<file path="src/rtl/sram_ctrl_pkg.sv">
package sram_ctrl_pkg;

  typedef enum logic [2:0] {
    ST_IDLE,
    ST_READ,
    ST_WSETUP,
    ST_WPULSE,
    ST_WRECOV
  } ctrlState_e;

  // strobe set the control hands to the datapath, registered there
  typedef struct packed {
    logic csN;
    logic weN;
    logic oeN;
    logic dqOe;
    logic ready;
  } strobes_t;

  localparam strobes_t STB_IDLE = '{csN: 1'b1, weN: 1'b1, oeN: 1'b1, dqOe: 1'b0, ready: 1'b1};

  function automatic strobes_t stbFor(ctrlState_e s);
    strobes_t r;
    r = STB_IDLE;
    unique case (s)
      ST_IDLE:   r = STB_IDLE;
      ST_READ:   r = '{csN: 1'b0, weN: 1'b1, oeN: 1'b0, dqOe: 1'b0, ready: 1'b0};
      ST_WSETUP: r = '{csN: 1'b0, weN: 1'b1, oeN: 1'b1, dqOe: 1'b0, ready: 1'b0};
      ST_WPULSE: r = '{csN: 1'b0, weN: 1'b0, oeN: 1'b1, dqOe: 1'b1, ready: 1'b0};
      ST_WRECOV: r = '{csN: 1'b0, weN: 1'b1, oeN: 1'b1, dqOe: 1'b0, ready: 1'b0};
      default:   r = STB_IDLE;
    endcase
    return r;
  endfunction

  function automatic int maxOf(int a, int b);
    return (a > b) ? a : b;
  endfunction

endpackage

</file>
<file path="src/rtl/sram_ctrl_seq.sv">
module sram_ctrl_seq
  import sram_ctrl_pkg::*;
#(
  parameter int ACC_CYC   = 4,
  parameter int SETUP_CYC = 1,
  parameter int WE_CYC    = 2,
  parameter int RECOV_CYC = 1
) (
  input  logic     clk,
  input  logic     rstN,
  input  logic     reqValid,
  input  logic     reqWrite,
  output strobes_t stbNext,
  output logic     loadReq,
  output logic     captureRd
);

  localparam int LONGEST = maxOf(maxOf(ACC_CYC, SETUP_CYC), maxOf(WE_CYC, RECOV_CYC));
  localparam int CNT_W   = (LONGEST < 2) ? 1 : $clog2(LONGEST);
  localparam logic [CNT_W-1:0] ACC_LAST   = CNT_W'(ACC_CYC - 1);
  localparam logic [CNT_W-1:0] SETUP_LAST = CNT_W'(SETUP_CYC - 1);
  localparam logic [CNT_W-1:0] WE_LAST    = CNT_W'(WE_CYC - 1);
  localparam logic [CNT_W-1:0] RECOV_LAST = CNT_W'(RECOV_CYC - 1);

  ctrlState_e stateQ, stateD;
  logic [CNT_W-1:0] cntQ, cntD;
  logic accept;

  assign accept = reqValid && (stateQ == ST_IDLE);

  always_comb begin
    stateD    = stateQ;
    cntD      = cntQ + 1'b1;
    captureRd = 1'b0;
    unique case (stateQ)
      ST_IDLE: begin
        cntD = '0;
        if (accept) stateD = reqWrite ? ST_WSETUP : ST_READ;
      end
      ST_READ: begin
        if (cntQ == ACC_LAST) begin
          stateD    = ST_IDLE;
          captureRd = 1'b1;
          cntD      = '0;
        end
      end
      ST_WSETUP: begin
        if (cntQ == SETUP_LAST) begin
          stateD = ST_WPULSE;
          cntD   = '0;
        end
      end
      ST_WPULSE: begin
        if (cntQ == WE_LAST) begin
          stateD = ST_WRECOV;
          cntD   = '0;
        end
      end
      ST_WRECOV: begin
        if (cntQ == RECOV_LAST) begin
          stateD = ST_IDLE;
          cntD   = '0;
        end
      end
      default: begin
        stateD = ST_IDLE;
        cntD   = '0;
      end
    endcase
  end

  always_ff @(posedge clk) begin
    if (!rstN) begin
      stateQ <= ST_IDLE;
      cntQ   <= '0;
    end else begin
      stateQ <= stateD;
      cntQ   <= cntD;
    end
  end

  assign loadReq = accept;
  assign stbNext = stbFor(stateD);

endmodule

</file>
<file path="src/rtl/sram_ctrl_dpath.sv">
module sram_ctrl_dpath
  import sram_ctrl_pkg::*;
#(
  parameter int ADDR_W = 11,
  parameter int DATA_W = 8
) (
  input  logic              clk,
  input  logic              rstN,
  input  strobes_t          stbNext,
  input  logic              loadReq,
  input  logic              captureRd,
  input  logic [ADDR_W-1:0] reqAddr,
  input  logic [DATA_W-1:0] reqWdata,
  input  logic [DATA_W-1:0] memDqIn,
  output strobes_t          stbQ,
  output logic [ADDR_W-1:0] addrQ,
  output logic [DATA_W-1:0] wdataQ,
  output logic [DATA_W-1:0] rdataQ,
  output logic              rspValidQ
);

  always_ff @(posedge clk) begin
    if (!rstN) begin
      stbQ      <= STB_IDLE;
      addrQ     <= '0;
      wdataQ    <= '0;
      rdataQ    <= '0;
      rspValidQ <= 1'b0;
    end else begin
      stbQ      <= stbNext;
      rspValidQ <= captureRd;
      if (loadReq) begin
        addrQ  <= reqAddr;
        wdataQ <= reqWdata;
      end
      if (captureRd) rdataQ <= memDqIn;
    end
  end

endmodule

</file>
<file path="src/rtl/sram_ctrl.sv">
module sram_ctrl
  import sram_ctrl_pkg::*;
#(
  parameter int ADDR_W      = 11,
  parameter int DATA_W      = 8,
  parameter int ACC_CYC     = 4,
  parameter int SETUP_CYC   = 1,
  parameter int PULSE_CYC   = 2,
  parameter int OVERLAP_CYC = 2,
  parameter int RECOV_CYC   = 1
) (
  input  logic              clk,
  input  logic              rstN,
  input  logic              reqValid,
  input  logic              reqWrite,
  input  logic [ADDR_W-1:0] reqAddr,
  input  logic [DATA_W-1:0] reqWdata,
  output logic              reqReady,
  output logic [DATA_W-1:0] rspData,
  output logic              rspValid,
  output logic [ADDR_W-1:0] memAddr,
  output logic              memCsN,
  output logic              memWeN,
  output logic              memOeN,
  output logic [DATA_W-1:0] memDqOut,
  output logic              memDqOe,
  input  logic [DATA_W-1:0] memDqIn
);

  localparam int WE_CYC = maxOf(PULSE_CYC, OVERLAP_CYC);

  if (ACC_CYC < 1 || SETUP_CYC < 1 || WE_CYC < 1 || RECOV_CYC < 1) begin : gBadTiming
    $error("sram_ctrl: every timing count must be at least one cycle");
  end

  strobes_t stbNext, stbQ;
  logic loadReq, captureRd;

  sram_ctrl_seq #(
    .ACC_CYC  (ACC_CYC),
    .SETUP_CYC(SETUP_CYC),
    .WE_CYC   (WE_CYC),
    .RECOV_CYC(RECOV_CYC)
  ) u_seq (
    .clk      (clk),
    .rstN     (rstN),
    .reqValid (reqValid),
    .reqWrite (reqWrite),
    .stbNext  (stbNext),
    .loadReq  (loadReq),
    .captureRd(captureRd)
  );

  sram_ctrl_dpath #(
    .ADDR_W(ADDR_W),
    .DATA_W(DATA_W)
  ) u_dpath (
    .clk      (clk),
    .rstN     (rstN),
    .stbNext  (stbNext),
    .loadReq  (loadReq),
    .captureRd(captureRd),
    .reqAddr  (reqAddr),
    .reqWdata (reqWdata),
    .memDqIn  (memDqIn),
    .stbQ     (stbQ),
    .addrQ    (memAddr),
    .wdataQ   (memDqOut),
    .rdataQ   (rspData),
    .rspValidQ(rspValid)
  );

  assign memCsN   = stbQ.csN;
  assign memWeN   = stbQ.weN;
  assign memOeN   = stbQ.oeN;
  assign memDqOe  = stbQ.dqOe;
  assign reqReady = stbQ.ready;

endmodule

</file>
<file path="config.mk">
export PLATFORM = sky130hd
export DESIGN_NAME = sram_ctrl
export DESIGN_NICKNAME = d
export VERILOG_FILES = /design/src/rtl/sram_ctrl_pkg.sv /design/src/rtl/sram_ctrl_seq.sv /design/src/rtl/sram_ctrl_dpath.sv /design/src/rtl/sram_ctrl.sv
export SDC_FILE = /design/constraint.sdc
export NUM_CORES = 1
export LEC_CHECK = 0
export BUFFER_PORTS_ARGS = -buffer_cell sky130_fd_sc_hd__buf_2
export CAP_MARGIN = 40
export CORE_ASPECT_RATIO = 1.75
export CORE_MARGIN = 10
export CORE_UTILIZATION = 40
export CTS_BUF_LIST = sky130_fd_sc_hd__clkbuf_8
export DETAILED_ROUTE_END_ITERATION = 8
export PLACE_DENSITY = 0.67
export SETUP_SLACK_MARGIN = 0.2
export SKIP_CTS_REPAIR_TIMING = 1
export SLEW_MARGIN = 5
export SYNTH_ARGS = -nofsm -noshare
export SYNTH_HDL_FRONTEND = slang
export SYNTH_SLANG_ARGS = --single-unit
export TNS_END_PERCENT = 50
</file>
<file path="constraint.sdc">
create_clock -name clk -period 1.5 [get_ports clk]
set_input_delay 0.3 -clock clk [delete_from_list [all_inputs] [get_ports clk]]
set_output_delay 0.3 -clock clk [all_outputs]
set_load 0.05 [all_outputs]
</file>
==> impl_metrics.yaml, run 1 <==
status:
  status: "complete, but fails checks"
  failed_checks: "negative setup slack"
yosys:
  syn_nets: 200
  synthCells: 164
  synth_xor_area_frac: 0
  syn_area_per_cell_sq_um: 9.491
  yosys_register_bits: 37
  ys_warn_count: 0
  synth.area.mux_share: 0.07235
  netlist_area_sq_um: 1556
  synth_cell_types: 30
  synthAdderAreaFrac: 0.04019
  async_reset_ff_frac: 0
  synth_top_family_by_area: "simple AND/OR/NAND/NOR gates"
  synth_edf_count: 0
  ys_seq_area_frac: 0.4759
  synth_compound_area_frac: 0.1270
  synth_flop_cell: "dfxtp_1"
  synth-simple-area-share: 0.2331
worst_setup_path:
  cp-end-kind: "register"
  required_ns: 1.73
  crit_arrival_ns: 1.78
  critPathLaunchType: "register"
  critical_path.max_fanout: 5
  crit_type: "register to register"
timing:
  final.setup.worst_slack_ns: -0.04739
  slew_viol_final: 0
  tightest_slew_ns: 0.3046
  fin_crit_ns: 1.547
  rsz0062_at_grt: "true"
  timing.final.setup_violations: 5
  skew_ns: 0.005065
  fin_setup_tns_ns: -0.1633
  maxSlewHeadroom: 0.7970
  post-route-period-util: 1.032
  clock.fmax_mhz: 646.3
  hold_violations: 0
layout:
  fillers: 341
  syn_to_final_growth_pct: 57.23
  utilization: 0.6392
  antenna_cells: 0
  regArea_sq_um: 750.7
  drive_gt1_frac: 0.5506
  multi_input_area_sq_um: 937.1
  fin_area_sq_um: 2447
  final_nets: 282
clocking:
  cts_max_level: 2
  clock-sinks: 37
  cts_buffers: 5
  insertion_delay_ns: 0.29
  cts_root_buffer: "clkbuf_8"
  cts.clk_slew.worst_paths_ns: 0.07
  clock_path_buffers: 2
  cts_tree: "yes"
die:
  start_util: 0.4065
  row_count: 30
  die_x_um: 67.16
  core_area_sq_um: 3829
  ios: 64
  die_area_sq_um: 6885
  die_y_um: 102.5
routing:
  via_per_inst: 4.746
  drt-wirelength-per-cell_um: 14.91
  via_count: 1400
  drt-met1-wl_um: 1568
  wl_met3_um: 352
  wl_met2_um: 2429
  drc: 0
  topRoutingLayerUsed: "met4"
  ant_nets: 0
  drt_iter0_markers: 20
  first_pass_iters: 2
  wl_um: 4397
pwr:
  p_leak_uw: 0.001139
  powerDensity_nw_per_um2: 1046
  peakVddDrop_uv: 890.2
  total_power_uw: 2560
global_routing:
  grt_pass1_vias: 1407
  grt-ovfl-total: 0
  track_usage: 0.1217
  antenna_found_initial: 0
  grt_pass1_wl_um: 6568
  grt_start_max_net_pins: 21
place:
  placed_cell_area_sq_um: 1998
  gp_congestion: 0.7202
  hpwl_um: 3060
  numPortBuffers: 63
run:
  maxCapViolations: 0
hold_path:
  hp-class: "primary input to register"
## cell usage after synthesis, drive strengths merged (3+ instances only)
| cell type | n | share of area |
|---|---|---|
| nand2 | 42 | 0.10 |
| dfxtp | 37 | 0.48 |
| a21boi | 19 | 0.092 |
| mux2i | 9 | 0.058 |
| nor2b | 8 | 0.032 |
| buf | 7 | 0.032 |
| ha | 5 | 0.040 |
| inv | 5 | 0.012 |
| and2 | 4 | 0.016 |
| clkbuf | 3 | 0.0072 |
| nor2 | 3 | 0.0072 |
| nor3 | 3 | 0.0096 |
## state kept, by name, summed over array words and instances (netlist names)
signal,flops
u_dpath.addrQ,11
u_seq.cntQ,2
u_dpath.rdataQ,8
u_dpath.stbQ,4
u_dpath.wdataQ,8
u_seq.stateQ,3
u_dpath.rspValidQ,1
## per-layer routing
metal | GRT usage | up-vias
met5 | 0 | -
met4 | 0.04762 | 0
met3 | 0.05876 | 5
met2 | 0.2111 | 41
met1 | 0.1199 | 655
li1 | - | 699
## power by group
part,leakage [uW],internal (uW),switching [uW],total (uW)
Sequential,0.000304,1030,33.6,1070
Combinational,0.000772,243,369,612
Clock,0.0000626,535,346,881
Total,0.00114,1810,749,2560
## kinds of logic after synthesis
| kind of cell | after synthesis |
|---|---|
| adders and majority gates | 5 |
| muxes | 10 |
| DFF | 37 |
| and+or+nand+nor | 70 |
| buffers and inverters | 15 |
| AOI/OAI and AO/OA | 27 |
## worst paths after layout
path,startpoint,endpoint,slack [ns],depth (start not counted)
max,u_seq.cntQ[0],u_dpath.stbQ[1],-0.05,4
min,reqAddr[3],u_dpath.addrQ[3],0.25,3
max reg2reg,u_seq.cntQ[0],u_dpath.stbQ[1],-0.05,4
min reg2reg,u_dpath.wdataQ[5],u_dpath.wdataQ[5],0.45,2
## cell type report
cell class | instances | area share
Timing Repair Buffer | 85 | 0.2285
Tap cell | 48 | 0.02454
Sequential cell | 37 | 0.3067
Clock inverter | 2 | 0.01380
Inverter | 5 | 0.009714
Multi-Input combinational cell | 112 | 0.3829
Clock buffer | 6 | 0.03374
## placed cells by master, fill, tap and decap left out, types with 3 or more instances in the layout
cell type,count
buf_2,63
dfxtp_1,33
nand2_1,23
buf_4,13
nand2_4,12
a21boi_1,12
mux2i_1,9
nor2b_1,8
a21boi_2,7
nand2_2,7
clkbuf_8,6
buf_6,5
inv_1,4
and2_1,4
ha_4,3
## per-stage QoR
| step | setup slack [ns] | hold slack (ns) | cells |
|---|---|---|---|
| finish | -0.04739 | 0.2476 | 295 |
| global route | -0.1358 | 0.2456 | 295 |
| CTS | -0.08441 | 0.2318 | 286 |
| detailed placement | -0.06270 | 0.4438 | 278 |
| global placement | -0.01446 | 0.4382 | 278 |
| floorplan | 0.03040 | 0.4349 | 164 |
## worst max-delay path, cell delays in order (launching register included)
cell and delay [ns]:
dfxtp_4 0.38, ha_1 0.22, mux4_2 0.49, nor3b_4 0.25, and2_1 0.16
No activity file was read; power rests on OpenSTA's default activity.
==> inputs of run 2 (changes only) <==
--- a/config.mk
+++ b/config.mk
@@ -9,10 +9,10 @@
 export CAP_MARGIN = 40
 export CORE_ASPECT_RATIO = 1.75
 export CORE_MARGIN = 10
-export CORE_UTILIZATION = 40
+export CORE_UTILIZATION = 35
 export CTS_BUF_LIST = sky130_fd_sc_hd__clkbuf_8
 export DETAILED_ROUTE_END_ITERATION = 8
-export PLACE_DENSITY = 0.67
+export PLACE_DENSITY = 0.6
 export SETUP_SLACK_MARGIN = 0.2
 export SKIP_CTS_REPAIR_TIMING = 1
 export SLEW_MARGIN = 5
==> run 2 against run 1 <==
Effect of this change:
- the flow still finishes with violations (negative setup slack)
- routed wire length down 2.0%
- die area up 11%
- via count down 3.0%
- first-iteration DRC count rose to 3.6 times the previous value
- critical path type unchanged
- critical endpoint unchanged
- highest routed layer unchanged
==> impl_metrics.yaml, run 2 (synthesis results as in run 1) <==
place:
  gp_congestion: 0.7567
  numPortBuffers: 63
  hpwl_um: 3061
die:
  die_y_um: 108.2
  die_area_sq_um: 7620
  row_count: 32
  start_util: 0.3567
  core_area_sq_um: 4364
  die_x_um: 70.41
  ios: 64
global_routing:
  track_usage: 0.1019
  grt_start_max_net_pins: 20
  grt-ovfl-total: 0
  antenna_found_initial: 0
  grt_pass1_wl_um: 6251
  grt_pass1_vias: 1318
layout:
  largest_register: "u_dpath.addrQ"
  layout_common_cells: "63 x buf_2, 41 x nand2_1, 32 x dfxtp_1"
  final_common_cell: "buf_2"
  antenna_cells: 0
  largestRegisters: "u_dpath.addrQ x11, u_dpath.rdataQ x8, u_dpath.wdataQ x8"
  drive_gt1_frac: 0.4545
  multi_input_area_sq_um: 808.3
  syn_to_final_growth_pct: 43.41
  final_nets: 277
  regArea_sq_um: 752.0
  utilization: 0.5115
  largest_reg_flops: 11
  fillers: 457
worst_setup_path:
  required_ns: 1.73
  reg2reg_depth: 5
  critPathLaunchType: "register"
  critical_path.max_fanout: 5
  crit_arrival_ns: 1.78
  cp-end-kind: "register"
  crit_type: "register to register"
timing:
  slew_viol_final: 0
  skew_ns: 0.004039
  whs_ns: 0.2455
  hold_violations: 0
  timing.final.setup_violations: 4
  final.setup.worst_slack_ns: -0.04479
  post-route-period-util: 1.030
  maxSlewHeadroom: 0.8154
  rsz0062_at_grt: "true"
  clock.fmax_mhz: 647.3
  fin_crit_ns: 1.545
  tightest_slew_ns: 0.2766
routing:
  drt-wirelength-per-cell_um: 14.71
  first_pass_iters: 4
  wl_um: 4309
  via_per_inst: 4.635
  drc: 0
  via_count: 1358
  drt_iter0_markers: 71
  ant_nets: 0
clocking:
  cts.clk_slew.worst_paths_ns: 0.08
  cts_root_buffer: "clkbuf_8"
  cts_tree: "yes"
  cts_buffers: 5
  insertion_delay_ns: 0.28
  clock_path_buffers: 2
  clock-sinks: 37
  cts_max_level: 2
status:
  failed_checks: "negative setup slack"
  status: "complete, but fails checks"
hold_path:
  min_path_cells: 3
  hp-class: "primary input to register"
pwr:
  powerDensity_nw_per_um2: 1015
  p_leak_uw: 0.001001
  peakVddDrop_uv: 672.2
run:
  maxCapViolations: 0
[run 2: changes by cell type in the layout (fill, tap and decap cells not counted), sizes merged]
| cell | before | now |
|---|---|---|
| clkinvlp | 0 | 1 |
| clkinv | 0 | 2 |
| clkbuf | 8 | 7 |
| inv | 6 | 5 |
| buf | 83 | 77 |
| nand3b | 2 | 3 |
| bufinv | 1 | 0 |
[run 2: path summary, 6_finish.rpt]
path,startpoint,endpoint,slack [ns]
setup / recovery,u_seq.cntQ[1],u_dpath.stbQ[1],-0.04
hold reg to reg,u_dpath.addrQ[9],u_dpath.addrQ[9],0.45
hold / removal,reqWdata[3],u_dpath.wdataQ[3],0.25
setup reg to reg,u_seq.cntQ[1],u_dpath.stbQ[1],-0.04
[run 2: layer usage]
| layer | share of wire | vias to the layer above | global-route usage | wire length, um |
|---|---|---|---|---|
| met4 | 0.020 | 0 | 0.05099 | 86 |
| met5 | 0 | - | 0 | 0 |
| met3 | 0.072 | 6 | 0.04128 | 310 |
| li1 | - | 696 | - | - |
| met2 | 0.53 | 45 | 0.1791 | 2273 |
| met1 | 0.38 | 611 | 0.1008 | 1637 |
[run 2: layout make-up]
class,instances,area share
clock buffer,5,0.03083
timing repair buffer,79,0.2231
multi-input combinational,113,0.3621
inverter,5,0.01065
sequential,37,0.3369
tap,51,0.02859
clock inverter,3,0.007848
[run 2: where the power goes]
part	switching [uW]	internal, uW	leakage (uW)
Combinational	331	196	0.000653
Sequential	30.5	1030	0.000305
Clock	356	321	0.0000439
Total	717	1550	0.00100
[run 2: metrics by stage]
stage | instance area [sq um] | worst slack (ns) | power, uW | TNS [ns] | instances
4_1_cts | 2061 | -0.08170 | 2230 | -0.2244 | 287
6_report | 2232 | -0.04479 | 2267 | -0.08704 | 293
3_3_place_gp | 1974 | -0.007084 | 1546 | -0.007084 | 279
2_1_floorplan | 1562 | 0.03040 | 1413 | 0 | 164
3_5_place_dp | 1974 | -0.04979 | 1550 | -0.1336 | 279
5_1_grt | 2232 | -0.1169 | 2385 | -0.4072 | 293
[run 2: critical path, cell delays in order (launching register included)]
cell and delay (ns):
dfxtp_2 0.37, inv_4 0.05, ha_4 0.15, mux4_2 0.49
nor3b_4 0.26, and2_1 0.16
==> inputs of run 3 (changes only) <==
--- a/config.mk
+++ b/config.mk
@@ -15,7 +15,6 @@
 export PLACE_DENSITY = 0.6
 export SETUP_SLACK_MARGIN = 0.2
 export SKIP_CTS_REPAIR_TIMING = 1
-export SLEW_MARGIN = 5
 export SYNTH_ARGS = -nofsm -noshare
 export SYNTH_HDL_FRONTEND = slang
 export SYNTH_SLANG_ARGS = --single-unit
==> constraint.sdc (replaced) <==
create_clock -name clk -period 1.3 [get_ports clk]
set_input_delay 0.26 -clock clk [delete_from_list [all_inputs] [get_ports clk]]
set_output_delay 0.26 -clock clk [all_outputs]
set_load 0.05 [all_outputs]
==> run 3 against run 2 <==
Effect of this change:
- routed wire length decreased by 1.4%
- non-clock buffer count increased by 9
- critical path depth unchanged
- global-route usage about the same
- critical endpoint unchanged
- the run still ends with negative setup slack left
- flip-flop and latch count unchanged
- count of clock-buffer cells in the layout unchanged
- register-to-register slack got worse by 0.18 ns
- total power increased by 20%
- critical path type unchanged
==> impl_metrics.yaml, run 3 (synthesis results as in run 1) <==
layout:
  layout_common_cells: "41 x nand2_1, 35 x buf_6, 32 x dfxtp_1"
  largestRegisters: "u_dpath.addrQ x11, u_dpath.rdataQ x8, u_dpath.wdataQ x8"
  largest_reg_flops: 11
  utilization: 0.5783
  final_nets: 285
  drive_gt1_frac: 0.4920
  antenna_cells: 0
  final_common_cell: "nand2_1"
  syn_to_final_growth_pct: 62.14
  largest_register: "u_dpath.addrQ"
global_routing:
  grt_pass1_vias: 1280
  grt_start_max_net_pins: 20
  track_usage: 0.1022
  grt-ovfl-total: 0
  antenna_found_initial: 0
  grt_pass1_wl_um: 6299
die:
  die_x_um: 70.41
  die_y_um: 108.2
  row_count: 32
  start_util: 0.3567
  die_area_sq_um: 7620
  ios: 64
  core_area_sq_um: 4364
pwr:
  peakVddDrop_uv: 788.3
  powerDensity_nw_per_um2: 1074
  p_leak_uw: 0.001083
routing:
  wl_um: 4248
  drt_iter0_markers: 45
  via_count: 1372
  drt-wirelength-per-cell_um: 14.11
  via_per_inst: 4.558
  ant_nets: 0
  drc: 0
  first_pass_iters: 3
clocking:
  cts.clk_slew.worst_paths_ns: 0.07
  clock-sinks: 37
  cts_root_buffer: "clkbuf_8"
  cts_max_level: 2
  cts_buffers: 5
  clock_path_buffers: 2
  insertion_delay_ns: 0.28
  cts_tree: "yes"
timing:
  hold_violations: 0
  maxSlewHeadroom: 0.8525
  fin_crit_ns: 1.523
  timing.final.setup_violations: 25
  post-route-period-util: 1.171
  tightest_slew_ns: 0.2211
  final.setup.worst_slack_ns: -0.2229
  fin_setup_tns_ns: -1.501
  skew_ns: 0.002282
  clock.fmax_mhz: 656.6
  rsz0062_at_grt: "true"
  whs_ns: 0.2036
  slew_viol_final: 0
worst_setup_path:
  critPathLaunchType: "register"
  crit_arrival_ns: 1.75
  critPathMaxStageDelay_ns: 0.49
  required_ns: 1.53
  cp_cell_sequence: "inv_4 -> ha_4 -> mux4_2 -> nor3b_4 -> and2_1"
  critical_path.max_fanout: 5
  crit_type: "register to register"
  cp-end-kind: "register"
  reg2reg_setup_slack_ns: -0.22
  critical_path.slowest_cell: "mux4_2"
status:
  failed_checks: "negative setup slack"
  status: "complete, but fails checks"
run:
  maxCapViolations: 0
place:
  numPortBuffers: 63
  hpwl_um: 3081
  gp_congestion: 0.7289
  dp_slack_ns: -0.2559
hold_path:
  hp-class: "primary input to register"
run 3: cell count changes in the layout (fill, tap and decap cells not counted), sizes merged:
cell      delta
buf          +9
clkinvlp     -1
inv          +1
nand3b       -1
run 3: layout make-up:
cell class              instances  area, sq um
inverters                       5        23.77
well taps                      51        63.81
fillers                       395         1841
repair buffers                 88        777.0
clock inverters                 3        13.76
multi-input cells             112        824.5
flip-flops and latches         37        752.0
clock buffers                   5        68.82
run 3: worst paths after layout:
check,start,to,cells after the start
worst max-delay path,u_seq.cntQ[1],u_dpath.stbQ[1],5
worst min-delay path,reqAddr[7],u_dpath.addrQ[7],3
worst max register to register,u_seq.cntQ[1],u_dpath.stbQ[1],5
worst min register to register,u_dpath.addrQ[10],u_dpath.addrQ[10],2
run 3: metal layers:
metal  track usage  wire length (um)
met5             0                 0
met4       0.05524               106
met3       0.04771               291
met2        0.1682              2166
met1        0.1054              1683
run 3: stage by stage:
stage	area [sq um]	cells	total power, uW
after CTS	2132	293	2601
after floorplan	1582	164	1637
after detailed placement	2049	285	1830
final	2524	301	2711
after global routing	2524	301	2852
after global placement	2049	285	1825
run 3: critical path, delay by kind of cell (launching register included):
kind / cells / cell delay (ns)
adders and majority gates: 1 / 0.15
buffers and inverters: 1 / 0.06
DFF: 1 / 0.36
muxes: 1 / 0.49
and+or+nand+nor: 2 / 0.40
run 3: report_power, final:
| group | internal (uW) | total (uW) | switching (uW) |
|---|---|---|---|
| sequential | 1190 | 1240 | 47.1 |
| clock | 364 | 762 | 398 |
| combinational | 323 | 709 | 386 |
| total | 1880 | 2710 | 831 |
